File: config.mk
export PLATFORM = sky130hd
export DESIGN_NAME = psr_write_unit
export DESIGN_NICKNAME = d
export VERILOG_FILES = /design/src/rtl/psr_pkg.sv /design/src/rtl/psr_decode.sv /design/src/rtl/psr_lane_merge.sv /design/src/rtl/psr_cpsr_guard.sv /design/src/rtl/psr_write_unit.sv
export SDC_FILE = /design/constraint.sdc
export NUM_CORES = 1
export LEC_CHECK = 0
export BUFFER_PORTS_ARGS = -buffer_cell sky130_fd_sc_hd__buf_2
export CORE_MARGIN = 3
export CORE_UTILIZATION = 46
export CTS_CLUSTER_SIZE = 28
export DETAILED_ROUTE_END_ITERATION = 10
export GPL_TIMING_DRIVEN = 0
export PLACE_DENSITY = 0.8
export SLEW_MARGIN = 10
export SYNTH_ARGS = -nofsm -noshare
export SYNTH_HDL_FRONTEND = slang
export SYNTH_SLANG_ARGS = --single-unit
File: constraint.sdc
create_clock -name clk -period 3.35 [get_ports clk]
set_input_delay 0.5025 -clock clk [delete_from_list [all_inputs] [get_ports clk]]
set_output_delay 0.5025 -clock clk [all_outputs]
set_load 0.01 [all_outputs]
File: src/rtl/psr_pkg.sv
// Package: shared types and mode helpers for the status register write unit.
// Assumes a 32-bit status word with the mode field in [4:0] and endianness in bit 9.
package psr_pkg;
    localparam int unsigned PSR_W    = 32;
    localparam int unsigned MODE_W   = 5;
    localparam int unsigned E_BIT    = 9;

    localparam logic [MODE_W-1:0] MODE_USR = 5'b10000;
    localparam logic [MODE_W-1:0] MODE_FIQ = 5'b10001;
    localparam logic [MODE_W-1:0] MODE_IRQ = 5'b10010;
    localparam logic [MODE_W-1:0] MODE_SVC = 5'b10011;
    localparam logic [MODE_W-1:0] MODE_ABT = 5'b10111;
    localparam logic [MODE_W-1:0] MODE_UND = 5'b11011;
    localparam logic [MODE_W-1:0] MODE_SYS = 5'b11111;

    typedef enum logic [1:0] {
        FORM_NONE   = 2'd0,
        FORM_REG    = 2'd1,
        FORM_IMM    = 2'd2,
        FORM_BANKED = 2'd3
    } form_e;

    // True when the mode encoding is one the block accepts.
    function automatic logic mode_legal(input logic [MODE_W-1:0] m);
        return (m == MODE_USR) || (m == MODE_FIQ) || (m == MODE_IRQ) ||
               (m == MODE_SVC) || (m == MODE_ABT) || (m == MODE_UND) ||
               (m == MODE_SYS);
    endfunction
endpackage

File: src/rtl/psr_decode.sv
// Module: classifies an instruction word into register, immediate or banked
// status-write forms and extracts destination, lane mask and immediate source.
// Assumes the condition field is judged outside and arrives as a separate flag.
module psr_decode #(
    parameter int unsigned DATA_W = 32,
    parameter int unsigned LANES  = DATA_W / 8
) (
    input  logic [31:0]        instr,
    output psr_pkg::form_e     form,
    output logic               to_spsr,
    output logic [LANES-1:0]   lane_mask,
    output logic [DATA_W-1:0]  imm_val
);
    logic common_ok;
    logic reg_shape;
    logic bank_shape;
    logic imm_shape;

    // Field checks shared by every form, then per-form shape tests.
    always_comb begin
        common_ok  = (instr[21:20] == 2'b10) && (instr[15:12] == 4'hF);
        reg_shape  = (instr[27:23] == 5'b00010) && (instr[11:4] == 8'h00);
        bank_shape = (instr[27:23] == 5'b00010) && (instr[11:9] == 3'b001) &&
                     (instr[7:4] == 4'h0);
        imm_shape  = (instr[27:23] == 5'b00110);
    end

    // Form selection; banked is kept apart so it never reaches a write path.
    always_comb begin
        form = psr_pkg::FORM_NONE;
        if (common_ok) begin
            if (reg_shape)       form = psr_pkg::FORM_REG;
            else if (bank_shape) form = psr_pkg::FORM_BANKED;
            else if (imm_shape)  form = psr_pkg::FORM_IMM;
        end
    end

    // Operand fields: destination select, lane mask, unrotated immediate.
    always_comb begin
        to_spsr   = instr[22];
        lane_mask = instr[16 +: LANES];
        imm_val   = {{(DATA_W-8){1'b0}}, instr[7:0]};
    end
endmodule

File: src/rtl/psr_lane_merge.sv
// Module: byte-lane merge of a new value into an old value under a lane enable.
// Assumes DATA_W is a whole number of bytes.
module psr_lane_merge #(
    parameter int unsigned DATA_W = 32,
    parameter int unsigned LANES  = DATA_W / 8
) (
    input  logic [DATA_W-1:0] old_val,
    input  logic [DATA_W-1:0] new_val,
    input  logic [LANES-1:0]  lane_en,
    output logic [DATA_W-1:0] merged
);
    for (genvar g = 0; g < LANES; g++) begin : g_lane
        // Each lane takes the new byte only when its enable is set.
        always_comb merged[g*8 +: 8] = lane_en[g] ? new_val[g*8 +: 8] : old_val[g*8 +: 8];
    end
endmodule

File: src/rtl/psr_cpsr_guard.sv
// Module: applies privilege and mode-legality rules to a CPSR write.
// Assumes the mode field sits in [4:0], the endianness bit at E_BIT and the
// flag byte in the top lane.
module psr_cpsr_guard #(
    parameter int unsigned DATA_W = 32,
    parameter int unsigned LANES  = DATA_W / 8
) (
    input  logic [DATA_W-1:0]           cpsr_old,
    input  logic [DATA_W-1:0]           new_val,
    input  logic [LANES-1:0]            lane_mask,
    input  logic [psr_pkg::MODE_W-1:0]  cur_mode,
    output logic [DATA_W-1:0]           cpsr_next,
    output logic                        mode_bad
);
    localparam int unsigned MW = psr_pkg::MODE_W;

    logic              priv;
    logic [LANES-1:0]  eff_en;
    logic [DATA_W-1:0] lanes_out;

    // Effective lane enables: user mode may touch only the top lane.
    always_comb begin
        priv   = (cur_mode != psr_pkg::MODE_USR);
        eff_en = priv ? lane_mask : {lane_mask[LANES-1], {(LANES-1){1'b0}}};
    end

    psr_lane_merge #(.DATA_W(DATA_W), .LANES(LANES)) u_merge (
        .old_val (cpsr_old),
        .new_val (new_val),
        .lane_en (eff_en),
        .merged  (lanes_out)
    );

    // Final value: endianness override for user mode, then mode legality.
    always_comb begin
        cpsr_next = lanes_out;
        if (!priv && lane_mask[psr_pkg::E_BIT / 8])
            cpsr_next[psr_pkg::E_BIT] = new_val[psr_pkg::E_BIT];
        mode_bad = eff_en[0] && !psr_pkg::mode_legal(new_val[MW-1:0]);
        if (mode_bad)
            cpsr_next[MW-1:0] = cpsr_old[MW-1:0];
    end
endmodule

File: src/rtl/psr_write_unit.sv
// Module: top of the status register write unit. Holds CPSR and SPSR, decodes
// the instruction word and commits guarded writes on the rising edge.
// Assumes cur_mode is the pipeline's authoritative privilege view.
module psr_write_unit #(
    parameter int unsigned DATA_W    = 32,
    parameter logic [31:0] CPSR_RST  = 32'h0000_0013
) (
    input  logic                       clk,
    input  logic                       rst_n,
    input  logic [31:0]                instr_word,
    input  logic                       cond_ok,
    input  logic [DATA_W-1:0]          src_val,
    input  logic [psr_pkg::MODE_W-1:0] cur_mode,
    output logic [DATA_W-1:0]          cpsr_q,
    output logic [DATA_W-1:0]          spsr_q,
    output logic                       unpred_o,
    output logic                       illegal_mode_o
);
    localparam int unsigned LANES = DATA_W / 8;

    psr_pkg::form_e    form;
    logic              to_spsr;
    logic [LANES-1:0]  lane_mask;
    logic [DATA_W-1:0] imm_val;
    logic [DATA_W-1:0] wr_val;
    logic              do_write;
    logic              spsr_blocked;
    logic [DATA_W-1:0] spsr_next;
    logic [DATA_W-1:0] cpsr_next;
    logic              mode_bad;

    psr_decode #(.DATA_W(DATA_W), .LANES(LANES)) u_dec (
        .instr     (instr_word),
        .form      (form),
        .to_spsr   (to_spsr),
        .lane_mask (lane_mask),
        .imm_val   (imm_val)
    );

    // Source pick and write qualification.
    always_comb begin
        wr_val       = (form == psr_pkg::FORM_IMM) ? imm_val : src_val;
        do_write     = cond_ok && ((form == psr_pkg::FORM_REG) || (form == psr_pkg::FORM_IMM));
        spsr_blocked = (cur_mode == psr_pkg::MODE_USR) || (cur_mode == psr_pkg::MODE_SYS);
    end

    psr_lane_merge #(.DATA_W(DATA_W), .LANES(LANES)) u_spsr_merge (
        .old_val (spsr_q),
        .new_val (wr_val),
        .lane_en (lane_mask),
        .merged  (spsr_next)
    );

    psr_cpsr_guard #(.DATA_W(DATA_W), .LANES(LANES)) u_guard (
        .cpsr_old  (cpsr_q),
        .new_val   (wr_val),
        .lane_mask (lane_mask),
        .cur_mode  (cur_mode),
        .cpsr_next (cpsr_next),
        .mode_bad  (mode_bad)
    );

    // State update: commit the chosen register and pulse rejection flags.
    always_ff @(posedge clk) begin
        if (!rst_n) begin
            cpsr_q         <= CPSR_RST[DATA_W-1:0];
            spsr_q         <= '0;
            unpred_o       <= 1'b0;
            illegal_mode_o <= 1'b0;
        end else begin
            unpred_o       <= 1'b0;
            illegal_mode_o <= 1'b0;
            if (do_write) begin
                if (to_spsr) begin
                    if (spsr_blocked) unpred_o <= 1'b1;
                    else              spsr_q   <= spsr_next;
                end else begin
                    cpsr_q         <= cpsr_next;
                    illegal_mode_o <= mode_bad;
                end
            end
        end
    end
endmodule

==> results.toml, run 1 <==
[status]
status = "finished clean"

[synthesis]
synth_common_cells = "dfxtp_1, nand2_1, mux2i_1, nor2_1, nand3b_1"
synth.distinct_cells = 40
synth.net_count = 375
ys_seq_area_share_pct = 45.9
synth_edf_count = 0
yosysTopAreaCellShare_pct = 45.9
synthFlopType = "dfxtp_1"
synth_top_area_cell = "dfxtp_1"
synthArstFlopShare_pct = 0
yosysMostFrequentCell = "dfxtp_1"
syn_inst = 302
ys_ff_latch = 66
synthTopCellsByArea = "dfxtp_1, mux2i_1, nand2_1"
netlist_area_sq_um = 2880
yosys_warnings = 0
synth.avg_cell_area_sq_um = 9.54

[floorplan]
std_cell_rows = 28
die_w_um = 85.1
dieArea_sq_um = 7250
core_area_sq_um = 5990
fp.dieH_um = 85.1
io_pins = 138
start_util_pct = 48.1

[final_layout]
postLayoutCellArea_sq_um = 3820
syn2layout_area_growth_pct = 32.8
nets = 519
drive_gt1_share_pct = 36.7
diodes = 0

[power_and_ir_drop]
p_switching_mw = 0.334
vdd_drop_max_uv = 353
clkPwrFrac_pct = 41.9
total_power_mw = 1.52
power_leakage_nw = 1.73
netSwitchingFraction_pct = 21.9
pwr-share-seq_pct = 51.5
cellInternalPower_mw = 1.19
power_density_nw_per_um2 = 398
combPwrFrac_pct = 6.5

[critical_path]
worstPathRequired_ns = 3.59
rrSetupSlack_ns = 2.60
start_kind = "primary input"
rr_endpoint = "spsr_q[4]"
path_class = "primary input to flip-flop"
crit_arrival_ns = 3.24
cp_max_fo = 7
reg2reg_depth = 2
endpoint_kind = "flip-flop"
r2r_start = "spsr_q[4]"

[global_route]
antenna_found_initial = 0
grt_max_degree = 11
overflow = 0
grt_pass1_vias = 2711
grt_pass1_wl_mm = 12.5
grt_use_total_pct = 21.3

[route]
drt_iter0_drc = 89
vias = 2681
drc = 0
viasPerCell = 5.11
routed_wl_mm = 7.71
wire_per_inst_um = 14.7
first_pass_iters = 4
antenna_left = 0

[sta]
skew_ns = 0
fmax_mhz = 333
fin_crit_sh_pct = 89.8
holdWs_ns = 0.433
drv_slew = 0
post-route-min-period_ns = 3.01
setup_viol = 0
fin_ws_ns = 0.343
hold_viol_final = 0
tightest_slew_ns = 0.520
relSlewSlack_pct = 65.3
rsz0062_at_grt = "no"

[placed_design]
port_buffers = 133
dp_slack_ns = -0.0305
dp_hpwl_mm = 5.96
gp_congestion = 0.891
placed_cell_area_sq_um = 3640

[clock_network]
clk_latency_ns = 0.32
cts-root-buf = "clkbuf_8"
cts.sinks = 66
cts_buffer_depth = 2
cts_max_level = 3
cts_tree = "built"
postCtsHoldBufs = 0
cts.clk_slew.worst_paths_ns = 0.07
cts_resized = 0
cts_buffers = 9
post-cts-setup-buffers = 0

[hold_path]
min_to = "illegal_mode_o"
min_path_type = "primary input to flip-flop"
holdPathStages = 3
hp-start = "instr_word[16]"

[flow_run]
maxCapViolCount = 0
[metrics by stage]
stage | TNS, ns | util [%] | std cells
after CTS | 0 | 63.8 | 525
after detailed placement | -0.0412 | 60.8 | 510
after global placement | 0 | 60.8 | 510
after floorplan | 0 | - | 302
after global routing | 0 | 63.8 | 525
final | 0 | 63.8 | 525
[critical path, stage by stage]
cell and delay (ns):
buf_2 0.10, nor4b_1 0.28, nand4_1 0.15, or4_1 0.52, ha_1 0.33, nor3b_1 0.46
a21boi_1 0.34, and2_1 0.17, buf_4 0.17, mux2i_1 0.21
[flip-flops by register name, indices dropped and copies added, names as in the netlist]
register	count
spsr_q	32
illegal_mode_o	1
unpred_o	1
cpsr_q	32
[kinds of logic after synthesis]
group | after synthesis | synth area share, %
AND/OR/NAND/NOR | 127 | 23.4
flip-flops | 66 | 45.9
multiplexers | 51 | 17.8
AO/OA/AOI/OAI | 32 | 7.95
buffers and inverters | 25 | 4.56
adder cells (fa/ha/maj) | 1 | 0.434
[how the worst max path moves through the flow]
stage,from,to
after floorplan,instr_word[26],spsr_q[0]
after global placement,instr_word[26],cpsr_q[20]
after detailed placement,instr_word[26],cpsr_q[11]
after CTS,instr_word[26],cpsr_q[11]
after global routing,instr_word[26],cpsr_q[10]
final,instr_word[26],cpsr_q[11]
[final cells by class]
class / count / area, sq um
Buffer: 24 / 128
Clock buffer: 12 / 145
Sequential cell: 66 / 1320
Fill cell: 530 / 2170
Multi-Input combinational cell: 211 / 1430
Inverter: 1 / 3.75
Clock inverter: 3 / 40.0
Tap cell: 75 / 93.8
Timing Repair Buffer: 133 / 666
[metal layers]
layer | GRT usage [%] | wire [um] | vias to the layer above
li1 | - | - | 1340
met1 | 26.4 | 3410 | 1237
met2 | 36.0 | 3670 | 98
met3 | 5.73 | 565 | 6
met4 | 6.62 | 70 | 0
met5 | 0 | 0 | -
[cell usage in the layout, fill, tap and decap left out, types with 2 or more instances in the layout]
master     instances
clkinv_2           2
nor2_1            17
mux2_2             2
and2_1             6
a211oi_1           3
clkbuf_1          15
a211oi_2           3
a21oi_1            7
clkbuf_8          10
o21ai_1            9
buf_2            139
nor2b_1           10
mux2i_1           49
a2bb2oi_1          2
nand2_1           51
o211a_1            2
nand3b_1          16
buf_6              3
nand3_1            3
nand4_1            9
dfxtp_1           66
and3_1             4
buf_4              2
[power groups by stage]
stage          combinational, mW  sequential [mW]  clock, mW
3_3_place_gp              0.0970            0.802          0
3_5_place_dp              0.0989            0.802          0
6_report                  0.0993            0.784      0.638
4_1_cts                   0.0996            0.784      0.655
2_1_floorplan             0.0418            0.802          0
5_1_grt                    0.110            0.784      0.688
Note: power is estimated with default switching activity, not from simulation.
==> run 2, diff against run 1 <==
- CORE_UTILIZATION: 46 -> 50
- PLACE_DENSITY: 0.8 -> 0.76
- SYNTH_HIERARCHICAL: unset -> 1
==> run 2 against run 1 <==
Non-clock buffer count grew 70. Area after synthesis increased by 87%. Worst hold slack better by 0.036 ns. First-iteration DRC count rose to 4.8 times the previous value. Sequential share of layout area decreased by 14 points. Critical endpoint is now cpsr_q[1]. Fmax decreased by 1.4%. Global-route usage grew 5.2 points. Total power is 14% higher. Flip-flop and latch count unchanged. Via count rose by 94%.
==> results.toml, run 2 <==
[final_layout]
top_regs = "cpsr_q x32, spsr_q x32"
syn2layout_area_growth_pct = 19.4
fin_cells = 886
nets = 822
layout_common_cells = "buf_2, nand2_1, dfxtp_1"
post-route-util_pct = 61.7
diodes = 0
postLayoutCellArea_sq_um = 6430
final_common_cell = "buf_2"
drive_gt1_share_pct = 41.2
fill_cells = 923

[synthesis]
netlist_area_sq_um = 5390
ys_seq_area_share_pct = 24.5
synthFlopType = "dfxtp_1"
synthArstFlopShare_pct = 0
synth_common_cells = "nand2_1, dfxtp_1, mux2_4, buf_4, clkbuf_1"
yosysTopAreaCellShare_pct = 24.5
ys_ff_latch = 66
synth_edf_count = 0
synth.distinct_cells = 39
synthTopCellsByArea = "dfxtp_1, mux2_4, mux2_2"
synth_top_area_cell = "dfxtp_1"
yosysMostFrequentCell = "nand2_1"
syn_inst = 593
yosys_warnings = 6
synth.avg_cell_area_sq_um = 9.08

[route]
wire_per_inst_um = 17.7
first_pass_iters = 5
viasPerCell = 5.88
drc = 0
drt_iter0_drc = 423
vias = 5213
routed_wl_mm = 15.7
antenna_left = 0

[clock_network]
cts.clk_slew.worst_paths_ns = 0.07
cts_max_level = 3
clk_latency_ns = 0.35
postCtsHoldBufs = 0
cts_buffer_depth = 2
cts-root-buf = "clkbuf_8"
cts_resized = 0
cts_buffers = 9
cts.sinks = 66
post-cts-setup-buffers = 0
cts_tree = "built"

[power_and_ir_drop]
pwr-share-seq_pct = 45.3
total_power_mw = 1.73
vdd_drop_max_uv = 147
cellInternalPower_mw = 1.27
netSwitchingFraction_pct = 26.3
combPwrFrac_pct = 19.0
clkPwrFrac_pct = 35.7
p_switching_mw = 0.456
power_leakage_nw = 2.85
power_density_nw_per_um2 = 269

[hold_path]
hp-start = "cpsr_q[24]"
min_path_type = "flip-flop to flip-flop"

[sta]
tns_ns = 0
hold_viol_final = 0
skew_ns = 0
fmax_mhz = 328
relSlewSlack_pct = 48.7
tightest_slew_ns = 0.766
fin_crit_sh_pct = 91.0
drv_slew = 0
post-route-min-period_ns = 3.05
setup_viol = 0
holdWs_ns = 0.469
fin_ws_ns = 0.300
rsz0062_at_grt = "no"

[placed_design]
dp_hpwl_mm = 11.6
post-place-cells = 875
gp_congestion = 0.865
dp_slack_ns = -0.307
port_buffers = 123
placed_cell_area_sq_um = 6260

[global_route]
antenna_found_initial = 0
grt_max_degree = 11
grt_pass1_vias = 5060
grt_use_total_pct = 26.4
grt_pass1_wl_mm = 25.4
overflow = 0

[critical_path]
startpoint = "instr_word[5]"
start_kind = "primary input"
path_class = "primary input to flip-flop"
crit_arrival_ns = 3.25
cp_max_fo = 10
endpoint_kind = "flip-flop"
worstPathRequired_ns = 3.55
r2r_start = "spsr_q[22]"

[floorplan]
std_cell_rows = 37
fp.dieH_um = 110
io_pins = 138
die_w_um = 110
start_util_pct = 51.7
core_area_sq_um = 10400
dieArea_sq_um = 12100

[status]
status = "finished clean"

[flow_run]
maxCapViolCount = 0
[run 2: cell types whose count changed after synthesis, sizes merged, moves of 13 or more]
cell / change
nand4: +23
mux2i: -49
nand3b: -15
or4: +31
a21boi: +28
clkbuf: +26
nand2: +46
nor2: -13
buf: +55
nand4b: +33
nand3: +32
mux2: +100
o2111ai: +32
[run 2: final cells by class]
class | instances | area [sq um] | share of cell area (%)
tap | 136 | 170 | 2.65
buffer | 104 | 649 | 10.1
clock buffer | 12 | 165 | 2.57
timing repair buffer | 123 | 616 | 9.58
sequential | 66 | 1320 | 20.6
inverter | 5 | 18.8 | 0.292
multi-input combinational | 440 | 3490 | 54.3
[run 2: worst paths after layout]
| kind | cells after the start | end | slack, ns |
|---|---|---|---|
| worst max-delay path | 13 | cpsr_q[1] | 0.30 |
| worst min-delay path | 2 | cpsr_q[24] | 0.47 |
| worst min register to register | 2 | cpsr_q[24] | 0.47 |
| worst max register to register | 4 | spsr_q[22] | 2.15 |
[run 2: cell families after synthesis]
| family | share of synthesized area [%] |
|---|---|
| buffers and inverters | 12.4 |
| muxes | 25.8 |
| AOI/OAI and AO/OA | 10.5 |
| adders and majority gates | 0.232 |
| and+or+nand+nor | 26.4 |
| other | 0.0696 |
| DFF | 24.5 |
[run 2: layer usage]
| layer | up-vias | part of all wire [%] | track usage [%] |
|---|---|---|---|
| met4 | 0 | 2.2 | 10.8 |
| met1 | 2492 | 41 | 34.0 |
| met2 | 223 | 49 | 44.4 |
| li1 | 2471 | - | - |
| met3 | 27 | 7.0 | 3.64 |
| met5 | - | 0 | 0 |
[run 2: power groups by stage]
| stage | Sequential [mW] | Combinational, mW | Clock, mW |
|---|---|---|---|
| 2_1_floorplan | 0.802 | 0.239 | 0 |
| 3_3_place_gp | 0.802 | 0.316 | 0 |
| 3_5_place_dp | 0.802 | 0.323 | 0 |
| 4_1_cts | 0.784 | 0.324 | 0.623 |
| 5_1_grt | 0.784 | 0.353 | 0.658 |
| 6_report | 0.784 | 0.329 | 0.617 |
[run 2: worst max-delay path: stages]
cell	delay, ns
buf_2	0.11
nor4_2	0.36
nand2_1	0.11
a2111oi_2	0.21
inv_1	0.08
ha_1	0.30
clkbuf_4	0.23
mux2_2	0.33
a2bb2oi_1	0.31
o221ai_4	0.22
mux2_1	0.34
nand2_1	0.06
nand3_1	0.09
==> run 3, diff against run 2 <==
- CORE_UTILIZATION: 50 -> 54
- PLACE_DENSITY: 0.76 -> 0.81
==> run 3 against run 2 <==
Clock power up 13%. Wire length up 3.0%. Largest power group unchanged. First-iteration DRC count down 0.24%.
==> results.toml, run 3 (synthesis results as in run 2) <==
[final_layout]
drive_gt1_share_pct = 41.1
diodes = 0
fill_cells = 788
top_regs = "cpsr_q x32, spsr_q x32"
post-route-util_pct = 68.3
final_common_cell = "buf_2"
syn2layout_area_growth_pct = 20.0
nets = 823
postLayoutCellArea_sq_um = 6460
layout_common_cells = "buf_2, nand2_1, dfxtp_1"

[clock_network]
cts_max_level = 3
cts.sinks = 66
cts_buffer_depth = 2
clk_latency_ns = 0.34
cts_buffers = 9
cts-root-buf = "clkbuf_8"
cts.clk_slew.worst_paths_ns = 0.07
post-cts-setup-buffers = 0
cts_tree = "built"

[power_and_ir_drop]
combPwrFrac_pct = 18.4
power_density_nw_per_um2 = 281
netSwitchingFraction_pct = 25.8
power_leakage_nw = 2.87
p_switching_mw = 0.468
clkPwrFrac_pct = 38.4
pwr-share-seq_pct = 43.2
cellInternalPower_mw = 1.35
vdd_drop_max_uv = 174

[critical_path]
endpoint_kind = "flip-flop"
path_class = "primary input to flip-flop"
path_cells = "buf_2, and4bb_1, nand4b_1, a2111oi_2, inv_1, ha_1, clkbuf_1, buf_2, mux2_2, a2bb2oi_1, o221ai_4, mux2_2, nand2_1, nand3_1"
cp_slowest_cell = "mux2_2"
critical-path-max-stage-delay_ns = 0.37
crit_arrival_ns = 3.32
start_kind = "primary input"
worstPathRequired_ns = 3.55
cp_max_fo = 10

[floorplan]
io_pins = 138
dieArea_sq_um = 11200
fp.dieH_um = 106
core_area_sq_um = 9460
start_util_pct = 56.9
die_w_um = 106
std_cell_rows = 35

[global_route]
grt_pass1_wl_mm = 26.1
grt_max_degree = 11
grt_use_total_pct = 28.2
overflow = 0
grt_pass1_vias = 5270
antenna_found_initial = 0

[route]
routed_wl_mm = 16.2
wire_per_inst_um = 18.3
wl_met1_mm = 6.55
viasPerCell = 6.09
drt_iter0_drc = 422
vias = 5382
first_pass_iters = 5
routed-wl-met3_mm = 1.17
top_layer_used = "met4"
wl_met2_mm = 8.02
antenna_left = 0
drc = 0

[sta]
rsz0062_at_grt = "no"
post-route-min-period_ns = 3.12
skew_ns = 0
relSlewSlack_pct = 56.2
holdWs_ns = 0.470
tightest_slew_ns = 0.655
fmax_mhz = 320
setup_viol = 0
drv_slew = 0
hold_viol_final = 0
fin_crit_sh_pct = 93.2

[placed_design]
dp_hpwl_mm = 11.7
port_buffers = 123
gp_congestion = 0.878
placed_cell_area_sq_um = 6250

[status]
status = "finished clean"

[flow_run]
maxCapViolCount = 0

[hold_path]
min_path_type = "flip-flop to flip-flop"
[run 3: cell count changes in the layout (fill, tap and decap cells not counted), sizes merged]
cell and change:
clkbuf +2, buf +1, bufinv +1, clkinv +1
[run 3: per-stage QoR]
step                TNS, ns  total power [mW]  std cells  setup WS [ns]
global placement     -0.842              1.12        868         -0.195
floorplan                 0              1.04        616          0.328
detailed placement    -1.28              1.12        868         -0.277
finish                    0              1.81        884          0.228
global route              0              1.87        884         0.0330
CTS                       0              1.81        884         0.0867
[run 3: repair_timing]
item | in CTS | in global routing
endpoints found under the setup margin | 0 | 5
gates resized for setup | 0 | 2
hold buffers | 0 | 0
[run 3: area by class of cell]
class	count	area, sq um	share of cell area (%)
clock buffers	14	163	2.52
well taps	129	161	2.50
flip-flops and latches	66	1320	20.4
multi-input cells	440	3500	54.1
clock inverters	2	35.0	0.542
plain buffers	105	651	10.1
repair buffers	123	616	9.53
inverters	5	18.8	0.290
[run 3: power groups by stage]
stage / clock network (mW) / logic (mW) / registers [mW]
after floorplan: 0 / 0.239 / 0.802
after CTS: 0.704 / 0.324 / 0.784
after detailed placement: 0 / 0.323 / 0.802
final: 0.697 / 0.333 / 0.784
after global placement: 0 / 0.315 / 0.802
after global routing: 0.734 / 0.354 / 0.784
[run 3: layer usage]
metal	up-vias	global-route usage, %
li1	2472	-
met1	2561	35.5
met2	299	49.0
met3	50	4.47
met4	0	9.71
met5	-	0
[run 3: worst max-delay path: cells and delay by family]
| family | cells | cell delay [ns] |
|---|---|---|
| buf+inv | 4 | 0.60 |
| fa+ha+maj | 1 | 0.19 |
| simple gates | 4 | 0.53 |
| mux | 2 | 0.70 |
| compound gates | 3 | 0.79 |
[run 3: path summary, 6_finish.rpt]
kind	from	end	slack (ns)	cells past startpoint
setup / recovery	instr_word[27]	cpsr_q[0]	0.23	14
hold / removal	cpsr_q[22]	cpsr_q[22]	0.47	2
setup reg to reg	spsr_q[0]	spsr_q[0]	2.12	4
hold reg to reg	cpsr_q[22]	cpsr_q[22]	0.47	2
